<file path="config.mk">
export PLATFORM = sky130hd
export DESIGN_NAME = slipguard_ctrl
export DESIGN_NICKNAME = d
export VERILOG_FILES = /design/src/rtl/slipguard_pkg.sv /design/src/rtl/slipguard_seq.sv /design/src/rtl/slipguard_therm.sv /design/src/rtl/slipguard_ctrl.sv
export SDC_FILE = /design/constraint.sdc
export NUM_CORES = 1
export LEC_CHECK = 0
export CORE_AREA = 8 8 45 47
export DETAILED_ROUTE_END_ITERATION = 12
export DIE_AREA = 0 0 53 55
export DONT_BUFFER_PORTS = 1
export GPL_TIMING_DRIVEN = 0
export PLACE_DENSITY = 0.5
export SLEW_MARGIN = 0
export SYNTH_ARGS = -nofsm -noshare
export SYNTH_HDL_FRONTEND = slang
export SYNTH_SLANG_ARGS = --single-unit
</file>
<file path="constraint.sdc">
create_clock -name clk -period 1.8 [get_ports clk]
set_input_delay 0.36 -clock clk [delete_from_list [all_inputs] [get_ports clk]]
set_output_delay 0.36 -clock clk [all_outputs]
set_load 0.05 [all_outputs]
</file>
<file path="src/rtl/slipguard_pkg.sv">
// Shared types for the slip-assist current step controller.
// Assumes: three sequencer phases are enough; encoding carries no meaning.
package slipguard_pkg;

    typedef enum logic [1:0] {
        SG_IDLE      = 2'd0,
        SG_RAMP_UP   = 2'd1,
        SG_RAMP_DOWN = 2'd2
    } sg_state_e;

endpackage

</file>
<file path="src/rtl/slipguard_seq.sv">
// Sequencer: holds the active cell count, the captured current sign and the
// ramp phase. All decisions are qualified by the strobe. Leaving the active
// condition clears everything on the next edge.
// Assumes: strobe is a single-cycle tick; slip/target flags are synchronous.
module slipguard_seq
    import slipguard_pkg::*;
#(
    parameter int NCELLS = 7,
    parameter int CNT_W  = $clog2(NCELLS + 1)
) (
    input  logic             clk,
    input  logic             rst_n,
    input  logic             active,
    input  logic             strobe,
    input  logic             slip_soon,
    input  logic             past_target,
    input  logic             dir_up,
    output logic [CNT_W-1:0] count,
    output logic             sign_q,
    output sg_state_e        state
);

    localparam logic [CNT_W-1:0] CNT_MAX = CNT_W'(NCELLS);
    localparam logic [CNT_W-1:0] CNT_ONE = CNT_W'(1);

    logic [CNT_W-1:0] count_n;
    logic             sign_n;
    sg_state_e        state_n;

    // Next-state decision for count, sign and phase.
    always_comb begin
        count_n = count;
        sign_n  = sign_q;
        state_n = state;
        if (!active) begin
            count_n = '0;
            sign_n  = 1'b0;
            state_n = SG_IDLE;
        end else if (strobe) begin
            unique case (state)
                SG_IDLE: begin
                    if (slip_soon) begin
                        count_n = CNT_ONE;
                        sign_n  = dir_up;
                        state_n = SG_RAMP_UP;
                    end
                end
                SG_RAMP_UP: begin
                    if (past_target) begin
                        state_n = SG_RAMP_DOWN;
                    end else if (slip_soon && (count < CNT_MAX)) begin
                        count_n = count + CNT_ONE;
                    end
                end
                SG_RAMP_DOWN: begin
                    count_n = count - CNT_ONE;
                    if (count == CNT_ONE) begin
                        sign_n  = 1'b0;
                        state_n = SG_IDLE;
                    end
                end
                default: begin
                    count_n = '0;
                    sign_n  = 1'b0;
                    state_n = SG_IDLE;
                end
            endcase
        end
    end

    // Register the sequencer state with synchronous active-low reset.
    always_ff @(posedge clk) begin
        if (!rst_n) begin
            count  <= '0;
            sign_q <= 1'b0;
            state  <= SG_IDLE;
        end else begin
            count  <= count_n;
            sign_q <= sign_n;
            state  <= state_n;
        end
    end

endmodule

</file>
<file path="src/rtl/slipguard_therm.sv">
// Thermometer decoder: cell k is on when the count exceeds k and the
// controller is active.
// Assumes: count never exceeds NCELLS.
module slipguard_therm #(
    parameter int NCELLS = 7,
    parameter int CNT_W  = $clog2(NCELLS + 1)
) (
    input  logic [CNT_W-1:0]  count,
    input  logic              active,
    output logic [NCELLS-1:0] cell_en
);

    // One comparator per cell.
    for (genvar k = 0; k < NCELLS; k++) begin : g_cell
        assign cell_en[k] = active && (count > CNT_W'(k));
    end

endmodule

</file>
<file path="src/rtl/slipguard_ctrl.sv">
// Top of the slip-assist current step controller. It gates the function on
// enable and positive polarity, runs the sequencer, and decodes the count
// into thermometer cell enables plus a source/sink sign.
// Assumes: all inputs are synchronous to clk.
module slipguard_ctrl
    import slipguard_pkg::*;
#(
    parameter int NCELLS = 7
) (
    input  logic              clk,
    input  logic              rst_n,
    input  logic              enable,
    input  logic              pol_pos,
    input  logic              strobe,
    input  logic              slip_soon,
    input  logic              past_target,
    input  logic              dir_up,
    output logic [NCELLS-1:0] cell_en,
    output logic              src_up
);

    localparam int CNT_W = $clog2(NCELLS + 1);

    logic             active;
    logic [CNT_W-1:0] count;
    logic             sign_q;
    sg_state_e        state;

    // Function runs only when enabled with positive detector polarity.
    assign active = enable && pol_pos;
    assign src_up = active && sign_q;

    slipguard_seq #(.NCELLS(NCELLS), .CNT_W(CNT_W)) seq_i (
        .clk         (clk),
        .rst_n       (rst_n),
        .active      (active),
        .strobe      (strobe),
        .slip_soon   (slip_soon),
        .past_target (past_target),
        .dir_up      (dir_up),
        .count       (count),
        .sign_q      (sign_q),
        .state       (state)
    );

    slipguard_therm #(.NCELLS(NCELLS), .CNT_W(CNT_W)) therm_i (
        .count   (count),
        .active  (active),
        .cell_en (cell_en)
    );

endmodule

</file>
=== After elaboration in Yosys (flattened, before gate mapping) ===
Cells that the tools add are included.

* Register bits after elaboration: 6

* Add/subtract/negate cells: 2
* Magnitude comparators: 8
* Eq/ne operators: 8
* Muxes and demuxes: 11
* Bitwise operators: 1
* Reductions and logical operators: 15

{| class="wikitable"
|+ Operators with widths
! operator !! count
|-
| $reduce_and A4 Y1 || 3
|-
| $logic_and A1 B1 Y1 || 10
|-
| $gt A3 B3 Y1 const B || 3
|-
| $mux W3 || 3
|-
| $pmux W3 S3 || 1
|-
| $gt A3 B1 Y1 const B || 2
|-
| $gt A3 B2 Y1 const B || 2
|-
| $mux W2 || 3
|-
| $ne A2 B2 Y1 const B || 3
|-
| $pmux W2 S3 || 1
|-
| $ne A2 B1 Y1 const B || 2
|-
| $add A3 B1 Y3 const B || 1
|-
| $eq A3 B1 Y1 const B || 1
|-
| $lt A3 B3 Y1 const B || 1
|-
| $pmux W1 S3 || 1
|-
| $sub A3 B1 Y3 const B || 1
|-
| $eq A2 B1 Y1 const B || 1
|-
| $eq A2 B2 Y1 const B || 1
|-
| $logic_not A2 Y1 || 1
|-
| $mux W1 || 2
|-
| $reduce_and A2 Y1 || 1
|-
| $not A1 Y1 || 1
|}

=== Depth between registers and ports, before layout ===
Gate-level depths: netlist of the first run.

* Depth after elaboration: 5
* Mapped depth: 6
* Depth with buffers taken out: 6

=== By module ===
A second synthesis of the first run with hierarchy kept.

* Cell total of the unflattened synthesis: 66
* Area total of the unflattened synthesis: 505.5 um^2

{| class="wikitable"
|+ Modules (own cells, without submodules)
! module !! times used !! cells an instance !! area an instance (um^2) !! seq. area each (um^2)
|-
| slipguard_seq || 1 || 56 || 439.2 || 120.1
|-
| slipguard_therm || 1 || 8 || 53.8 || 0.0
|-
| slipguard_ctrl || 1 || 2 || 12.5 || 0.0
|}

=== Worst setup path before layout of the first run ===
Ideal clock, no wire load.

* Path type: reg-to-output
* Start: register seq_i.count[0]
* End: output cell_en[6]
* Arrival: 1,826 ps
* Required time: 1,440 ps
* Path slack: -386 ps
* Stages on the path, launching flop included: 4
* Path through: dfxtp_1 inv_1 ha_1 nor3_1

* Word-level cells in the longest chain between the ends: 2

{| class="wikitable"
|+ RTL lines
! what !! RTL line !! RTL
|-
| from (decl) || slipguard_seq.sv:18 || <nowiki>output logic [CNT_W-1:0] count,</nowiki>
|-
| from (signal assigned) || slipguard_seq.sv:78 || <nowiki>count <= count_n;</nowiki>
|-
| $gt A3 B3 Y1 || slipguard_therm.sv:15 || <nowiki>assign cell_en[k] = active && (count > CNT_W'(k));</nowiki>
|-
| $logic_and A1 B1 Y1 || slipguard_therm.sv:15 ||
|-
| to (decl) || slipguard_ctrl.sv:18 || <nowiki>output logic [NCELLS-1:0] cell_en,</nowiki>
|}

Every way passes these cells.

=== Final worst setup path of the first run ===
* Start: register seq_i.count[0]
* End: output cell_en[4]

Same word-level chain as after synthesis.

==> results of run 1 <==
==> layout make-up <==
cell class | count | area (sq um) | area share
multi-input cells | 55 | 421.7 | 0.6595
repair buffers | 3 | 22.52 | 0.03523
flip-flops and latches | 6 | 126.4 | 0.1977
well taps | 16 | 20.02 | 0.03131
inverters | 4 | 18.77 | 0.02935
clock buffers | 3 | 22.52 | 0.03523
plain buffers | 2 | 7.507 | 0.01174
==> where the power goes <==
group / total (mW) / switching (mW) / leakage (nW) / internal, mW
Sequential: 0.137 / 0.00260 / 0.0503 / 0.134
Combinational: 0.0399 / 0.0262 / 0.145 / 0.0137
Clock: 0.132 / 0.0560 / 0.0138 / 0.0759
Total: 0.308 / 0.0848 / 0.209 / 0.224
==> cells in the final DEF (no fill, tap or decap), drive strengths merged <==
cell      n
a211o     1
and3b     1
clkinvlp  1
nor3      4
nand4b    1
nand3     2
a31oi     1
nor2      7
o21ai     4
a311o     1
inv       3
and3      1
buf       3
ha        6
nand2     7
nor2b     1
nor4      1
clkbuf    5
a21oi     8
nand3b    1
dfxtp     6
a211oi    2
o21bai    1
or4       1
xor2      1
a311oi    1
o31ai     2
==> cells by family (layout without fill, tap and decap cells) <==
| group | Yosys count | count (layout) |
|---|---|---|
| flip-flops | 6 | 6 |
| buffers and inverters | 6 | 12 |
| adder cells (fa/ha/maj) | 6 | 6 |
| AO/OA/AOI/OAI | 21 | 21 |
| AND/OR/NAND/NOR | 27 | 27 |
| XOR/XNOR | 1 | 1 |
==> per-stage QoR <==
stage / std cells / worst slack (ns)
global placement: 83 / -0.1393
floorplan: 67 / 0.01138
CTS: 86 / -0.01807
finish: 89 / -0.05231
global route: 89 / -0.09597
detailed placement: 83 / -0.1293
==> layer usage <==
| metal | GRT usage | vias to the layer above | share of wire | routed length [um] |
|---|---|---|---|---|
| li1 | - | 261 | - | - |
| met1 | 0.1125 | 239 | 0.43 | 561 |
| met2 | 0.1367 | 23 | 0.43 | 562 |
| met3 | 0.05615 | 4 | 0.12 | 153 |
| met4 | 0.06466 | 0 | 0.021 | 27 |
| met5 | 0 | - | 0 | 0 |
==> sequential cells by signal, summed over array words and instances, names as in the netlist <==
name / count
seq_i.sign_q: 1
seq_i.state: 2
seq_i.count: 3
==> path summary, 6_finish.rpt <==
path                                                  start                     endpoint
worst max-delay path            seq_i.count[0]$_SDFFE_PN0P_                   cell_en[4]
worst min-delay path                                 dir_up    seq_i.sign_q$_SDFFE_PN0P_
worst max register to register  seq_i.count[1]$_SDFFE_PN0P_  seq_i.count[1]$_SDFFE_PN0P_
worst min register to register    seq_i.sign_q$_SDFFE_PN0P_    seq_i.sign_q$_SDFFE_PN0P_
==> repair_timing <==
action / CTS / global route
gates resized for setup: 13 / 3
setup endpoints to repair: 7 / 3
pin swaps: 2 / 3
setup buffers: 0 / 3
==> results_dict.tcl, run 1 <==
set metrics [dict create \
    leakagePower_nw 0.2093 \
    grt_pass1_wl_mm 2.118 \
    remaining_drc_errors 0 \
    vdd.ir_drop.worst_mv 0.2648 \
    ioPinCount 16 \
    setup_viol_count_final 2 \
    hold_depth 2 \
    synth.top_cells.by_area "dfxtp_1, ha_1, a21oi_1" \
    final_hold_viol_count 0 \
    synth_top_area_share 0.2430 \
    status "complete, but fails checks" \
    synth_top_family_by_area "simple AND/OR/NAND/NOR gates" \
    syn_inst 67 \
    synth_seq_area_share 0.2430 \
    maxCapViolCount 0 \
    die_w_um 53 \
    synth_top_area_cell "dfxtp_1" \
    finClkSkew_ns 0.004310 \
    critical_path.top_delay_family "compound AO/OA/AOI/OAI gates" \
    layout-drive-gt1-share 0.2877 \
    cp_data_required_time_ns 1.44 \
    path_class "register to primary output" \
    rsz0062_at_grt "true" \
    cts_tree "done" \
    rrSetupSlack_ns 0.29 \
    synth.distinct_cells 26 \
    yosysMostFrequentCell "a21oi_1" \
    drv_slew 0 \
    syn_to_final_growth_pct 29.37 \
    synth.avg_cell_area_sq_um 7.376 \
    cts_buffers 3 \
    clk_pin_slew_ns 0.05 \
    synth_ff_type "dfxtp_1" \
    worst_setup_path_start_kind "register" \
    placed_cell_area_sq_um 533.0 \
    worst-path-stages 3 \
    overflow 0 \
    wl_mm 1.304 \
    whs_ns 0.2173 \
    ant_nets 0 \
    clk_latency_ns 0.25 \
    vias 527 \
    failed_checks "setup timing" \
    cts_sinks 6 \
    synth_enable_flop_cells 0 \
    io_buffers 0 \
    core_area_sq_um 1384 \
    n_antenna_cell 0 \
    setup_tns_ns -0.07958 \
    finalCritPeriodShare 1.029 \
    synthesis.nets 81 \
    min_path_type "input pin to register" \
    period_minus_slack_ns 1.852 \
    synth_fa_ha_area_frac 0.1519 \
    drt_iter0_markers 9 \
    h-tree-depth 1 \
    first_pass_iters 4 \
    antenna_found_initial 0 \
    n_fill_cell 155 \
    yosys-top-cells-count "a21oi_1, nor2_1, dfxtp_1, ha_1, nand2_1" \
    die_y_um 55 \
    r2r_cells 6 \
    synth.area.mux_share 0 \
    worst_path_largest_cell_delay_ns 0.53 \
    cts_root_buf "clkbuf_4" \
    wl_per_cell_um 14.65 \
    cts_buffer_depth 2 \
    ys_warn_count 0 \
    cp_max_fo 6 \
    tightestPinTransition_ns 0.6173 \
    synth_compound_area_frac 0.2658 \
    syn_area_sq_um 494.2 \
    critical_path_buf_inv_count 2 \
    slew_headroom 0.5887 \
    via_per_inst 5.921 \
    row_count 14 \
    cp_slowest_cell "a211oi_4" \
    final_util 0.4620 \
    nets 89 \
    fin_area_sq_um 639.4 \
    critPathCaptureType "primary output" \
    grt_usage 0.09836 \
    hold_buffers 0 \
    die_area_sq_um 2915 \
    setup_ws_ns -0.05231 \
    initial_core_util 0.3571 \
    finalPower_mw 0.3084 \
    routabilityCongestion 0.7688 \
    grt_max_degree 11 \
    synthSimpleGateAreaFrac 0.2759 \
    yosys_register_bits 6 \
    cp_data_arrival_time_ns 1.49 \
    detailed_place_hpwl_um 946.9 \
    powerDensity_nw_per_um2 482.4 \
    crit_chain "clkinvlp_4 -> buf_4 -> a211oi_4" \
    fmax_mhz 539.9 \
    synth_xor_xnor_area_share 0.01772 \
    grt_pass1_vias 475 \
    async_flop_share 0 \
]
(Power assumes the default switching activity.)
==> inputs of run 2 (changes only) <==
--- a/config.mk
+++ b/config.mk
@@ -5,9 +5,9 @@
 export SDC_FILE = /design/constraint.sdc
 export NUM_CORES = 1
 export LEC_CHECK = 0
-export CORE_AREA = 8 8 45 47
+export CORE_AREA = 2 2 39 41
 export DETAILED_ROUTE_END_ITERATION = 12
-export DIE_AREA = 0 0 53 55
+export DIE_AREA = 0 0 41 43
 export DONT_BUFFER_PORTS = 1
 export GPL_TIMING_DRIVEN = 0
 export PLACE_DENSITY = 0.5
==> run 2 against run 1 <==
  * Utilization fell by 1.2 points
  * Critical endpoint is now cell_en[3]
  * The flow still finishes with violations (setup timing)
  * Critical path depth did not move
  * Count of clock-buffer cells in the layout did not move
  * Worst setup slack improved by 0.046 ns
==> results_dict.tcl, run 2 (synthesized netlist as in run 1, its figures left out) <==
set metrics [dict create \
    status "complete, but fails checks" \
    failed_checks "setup timing" \
    cp_max_fo 6 \
    cts_buffers 3 \
    cp_data_required_time_ns 1.44 \
    h-tree-depth 1 \
    via_per_inst 5.747 \
    row_count 14 \
    core_area_sq_um 1384 \
    setup_tns_ns -0.005821 \
    cts_buffer_depth 2 \
    clk_latency_ns 0.25 \
    setup_ws_ns -0.005821 \
    n_antenna_cell 0 \
    cts_root_buf "clkbuf_4" \
    whs_ns 0.2264 \
    stdcell_count 87 \
    overflow 0 \
    initial_core_util 0.3571 \
    hold_buffers 0 \
    maxCapViolCount 0 \
    largest_register_ffs 3 \
    finClkSkew_ns 0.001014 \
    dp_cells 83 \
    grt_pass1_wl_mm 1.918 \
    vdd.ir_drop.worst_mv 0.2290 \
    grt_max_degree 11 \
    finalCritPeriodShare 1.003 \
    cts_sinks 6 \
    die_y_um 43 \
    die_area_sq_um 1763 \
    cp_data_arrival_time_ns 1.45 \
    io_buffers 0 \
    leakagePower_nw 0.2000 \
    nets 87 \
    slew_headroom 0.5932 \
    wl_per_cell_um 14.00 \
    setup_viol_count_final 1 \
    ant_nets 0 \
    min_path_type "input pin to register" \
    fmax_mhz 553.8 \
    tightestPinTransition_ns 0.6106 \
    layout_common_cells "nand2_1, a21oi_1, nor2_1" \
    ioPinCount 16 \
    critPathCaptureType "primary output" \
    cts_tree "done" \
    first_pass_iters 4 \
    grt_pass1_vias 445 \
    rsz0062_at_grt "true" \
    final_hold_viol_count 0 \
    wl_mm 1.218 \
    grt_usage 0.1628 \
    die_w_um 41 \
    routabilityCongestion 0.7233 \
    path_class "register to primary output" \
    largest_registers "seq_i.count x3, seq_i.state x2, seq_i.sign_q x1" \
    finalPower_mw 0.3025 \
    remaining_drc_errors 0 \
    period_minus_slack_ns 1.806 \
    clk_pin_slew_ns 0.05 \
    dp_slack_ns -0.1275 \
    n_fill_cell 140 \
    syn_to_final_growth_pct 26.08 \
    drv_slew 0 \
    antenna_found_initial 0 \
    layout-drive-gt1-share 0.2535 \
    top_register "seq_i.count" \
    vias 500 \
    drt_iter0_markers 10 \
    worst_setup_path_start_kind "register" \
    detailed_place_hpwl_um 863.3 \
    powerDensity_nw_per_um2 485.4 \
]
[run 2: cell count changes in the layout (fill, tap and decap cells not counted), sizes merged]
cell,previous run,this run
clkinvlp,1,0
buf,3,1
inv,3,4
[run 2: layout make-up]
| class | count | area [sq um] | area share |
|---|---|---|---|
| multi-input cells | 55 | 421.7 | 0.6767 |
| flip-flops and latches | 6 | 128.9 | 0.2068 |
| clock buffers | 3 | 22.52 | 0.03614 |
| well taps | 16 | 20.02 | 0.03213 |
| inverters | 4 | 15.01 | 0.02410 |
| repair buffers | 1 | 7.507 | 0.01205 |
| plain buffers | 2 | 7.507 | 0.01205 |
[run 2: final timing paths]
path | depth (start not counted) | slack [ns] | from | to
worst max-delay path | 3 | -0.006 | seq_i.count[0]$_SDFFE_PN0P_ | cell_en[3]
worst min-delay path | 2 | 0.23 | dir_up | seq_i.sign_q$_SDFFE_PN0P_
worst max register to register | 6 | 0.29 | seq_i.count[1]$_SDFFE_PN0P_ | seq_i.count[1]$_SDFFE_PN0P_
worst min register to register | 2 | 0.48 | seq_i.sign_q$_SDFFE_PN0P_ | seq_i.sign_q$_SDFFE_PN0P_
[run 2: timing repair]
item,CTS,global route
setup buffers,0,1
pin swaps,2,1
endpoints found under the setup margin,7,3
gates resized for setup,13,3
[run 2: critical path, cell delays in order (launching register included)]
cell	delay, ns
dfxtp_4	0.36
ha_2	0.20
ha_4	0.16
nor3_4	0.48
[run 2: stage by stage]
stage / area [sq um] / util
5_1_grt: 623.1 / 0.4503
3_5_place_dp: 533.0 / 0.3852
2_1_floorplan: 513.0 / -
4_1_cts: 600.6 / 0.4340
3_3_place_gp: 533.0 / 0.3852
6_report: 623.1 / 0.4503
[run 2: routing by layer]
layer  share of wire  global-route usage
met1            0.50              0.2226
met2            0.42              0.2063
met3           0.046             0.04712
met4           0.033              0.1200
met5               0                   0
[run 2: power breakdown]
part / total (mW) / internal [mW] / switching, mW
Combinational: 0.0381 / 0.0121 / 0.0260
Sequential: 0.135 / 0.133 / 0.00228
Clock: 0.129 / 0.0757 / 0.0536
==> inputs of run 3 (changes only) <==
--- a/config.mk
+++ b/config.mk
@@ -5,12 +5,12 @@
 export SDC_FILE = /design/constraint.sdc
 export NUM_CORES = 1
 export LEC_CHECK = 0
-export CORE_AREA = 2 2 39 41
+export CORE_AREA = 5 5 42 44
 export DETAILED_ROUTE_END_ITERATION = 12
-export DIE_AREA = 0 0 41 43
+export DIE_AREA = 0 0 47 49
 export DONT_BUFFER_PORTS = 1
 export GPL_TIMING_DRIVEN = 0
-export PLACE_DENSITY = 0.5
+export PLACE_DENSITY_LB_ADDON = 0.2
 export SLEW_MARGIN = 0
 export SYNTH_ARGS = -nofsm -noshare
 export SYNTH_HDL_FRONTEND = slang
==> run 3 against run 2 <==
  * The flow now finishes without violations
  * Sequential share of layout area down 0.37 points
  * Combinational power up 6.3%
  * Utilization up 0.24 points
  * Worst hold slack worse by 0.0013 ns
  * Die area up 31%
  * Flip-flop and latch count unchanged
  * Critical path type unchanged
  * Critical endpoint is now cell_en[0]
==> results_dict.tcl, run 3 (synthesized netlist as in run 1, its figures left out) <==
set metrics [dict create \
    status "completed" \
    setup_viol_count_final 0 \
    powerDensity_nw_per_um2 475.9 \
    cp_data_required_time_ns 1.44 \
    overflow 0 \
    clk_pin_slew_ns 0.05 \
    n_antenna_cell 0 \
    grt_pass1_wl_mm 2.042 \
    cts_tree "done" \
    row_count 14 \
    fin_area_sq_um 634.4 \
    hold_depth 2 \
    whs_ns 0.2251 \
    io_buffers 0 \
    r2r_cells 7 \
    rrSetupSlack_ns 0.21 \
    dp_slack_ns -0.1048 \
    die_w_um 47 \
    layout-drive-gt1-share 0.3014 \
    initial_core_util 0.3527 \
    die_area_sq_um 2303 \
    period_minus_slack_ns 1.786 \
    finalPower_mw 0.3019 \
    antenna_found_initial 0 \
    worst_path_largest_cell_delay_ns 0.37 \
    wl_per_cell_um 14.67 \
    cp_slowest_cell "dfxtp_4" \
    remaining_drc_errors 0 \
    vias 521 \
    rsz0062_at_grt "true" \
    core_area_sq_um 1401 \
    grt_pass1_vias 490 \
    cts_root_buf "clkbuf_4" \
    via_per_inst 5.854 \
    hold_buffers 0 \
    finalCritPeriodShare 0.9921 \
    r2r-end "seq_i.count[1]$_SDFFE_PN0P_" \
    min_from "dir_up" \
    holdPathEnd "seq_i.sign_q$_SDFFE_PN0P_" \
    final_hold_viol_count 0 \
    vdd.ir_drop.worst_mv 0.3340 \
    finClkSkew_ns 0.004782 \
    largest_registers "seq_i.count x3, seq_i.state x2, seq_i.sign_q x1" \
    placed_cell_area_sq_um 533.0 \
    h-tree-depth 1 \
    clk_latency_ns 0.25 \
    slew_headroom 0.5910 \
    fmax_mhz 560.0 \
    cp_max_fo 5 \
    grt_max_degree 11 \
    maxCapViolCount 0 \
    drt_iter0_markers 8 \
    drv_slew 0 \
    worst-path-stages 4 \
    critical_path_buf_inv_count 2 \
    path_class "register to primary output" \
    largest_register_ffs 3 \
    n_fill_cell 158 \
    routabilityCongestion 0.8380 \
    worst_setup_path_start_kind "register" \
    cp-startpoint "seq_i.count[0]$_SDFFE_PN0P_" \
    grt_usage 0.1219 \
    top_register "seq_i.count" \
    leakagePower_nw 0.2066 \
    setup_ws_ns 0.01424 \
    nets 89 \
    cts_buffer_depth 2 \
    first_pass_iters 4 \
    critical_path.top_delay_family "flip-flops" \
    min_path_type "input pin to register" \
    ioPinCount 16 \
    ant_nets 0 \
    wl_mm 1.306 \
    crit_chain "clkinvlp_4 -> buf_4 -> ha_2 -> a21oi_4" \
    r2r-start "seq_i.count[0]$_SDFFE_PN0P_" \
    cp_data_arrival_time_ns 1.43 \
    critPathCaptureType "primary output" \
    cts_sinks 6 \
    cts_buffers 3 \
    syn_to_final_growth_pct 28.35 \
    tightestPinTransition_ns 0.6139 \
    layout_common_cells "nand2_1, a21oi_1, nor2_1" \
    detailed_place_hpwl_um 915.3 \
    die_y_um 49 \
]
-- run 3: how the worst max path moves through the flow --
stage | end | slack [ns]
final | cell_en[0] | 0.01
after detailed placement | cell_en[6] | -0.10
after floorplan | cell_en[6] | 0.01
after global placement | cell_en[6] | -0.12
after CTS | cell_en[6] | -0.006
after global routing | cell_en[4] | -0.04
-- run 3: repair_timing --
action / 4_1_cts / 5_1_grt
pin swaps: 2 / 3
setup endpoints to repair: 7 / 3
resized for setup: 13 / 4
buffers inserted: 0 / 3
-- run 3: stage by stage --
step | setup TNS, ns | utilization | std cells
2_1_floorplan | 0 | - | 67
3_3_place_gp | -0.2015 | 0.3804 | 83
3_5_place_dp | -0.2056 | 0.3804 | 83
4_1_cts | -0.005685 | 0.4286 | 86
5_1_grt | -0.1025 | 0.4527 | 89
6_report | 0 | 0.4527 | 89
-- run 3: final cells by class --
type                    count  area [sq um]  share of cell area
clock buffers               3         22.52             0.03550
inverters                   4         18.77             0.02959
repair buffers              3         22.52             0.03550
plain buffers               2         7.507             0.01183
well taps                  16         20.02             0.03156
flip-flops and latches      6         128.9              0.2032
multi-input cells          55         414.1              0.6529
-- run 3: worst reg2reg max path, cell delays in order, from the launching register on --
cell	delay (ns)
dfxtp_4	0.37
clkinvlp_4	0.11
buf_4	0.16
ha_2	0.32
and3b_1	0.15
a21oi_1	0.04
a211o_1	0.27
o31ai_1	0.06
-- run 3: layer usage --
metal	track usage	wire length (um)
met2	0.1697	574
met5	0	0
met4	0.09677	42
met1	0.1542	620
met3	0.02583	69
-- run 3: power breakdown --
group          leakage, nW  switching, mW  total, mW  internal [mW]
clock network       0.0138         0.0507      0.126         0.0756
registers           0.0506        0.00245      0.135          0.133
logic                0.142         0.0265     0.0405         0.0140
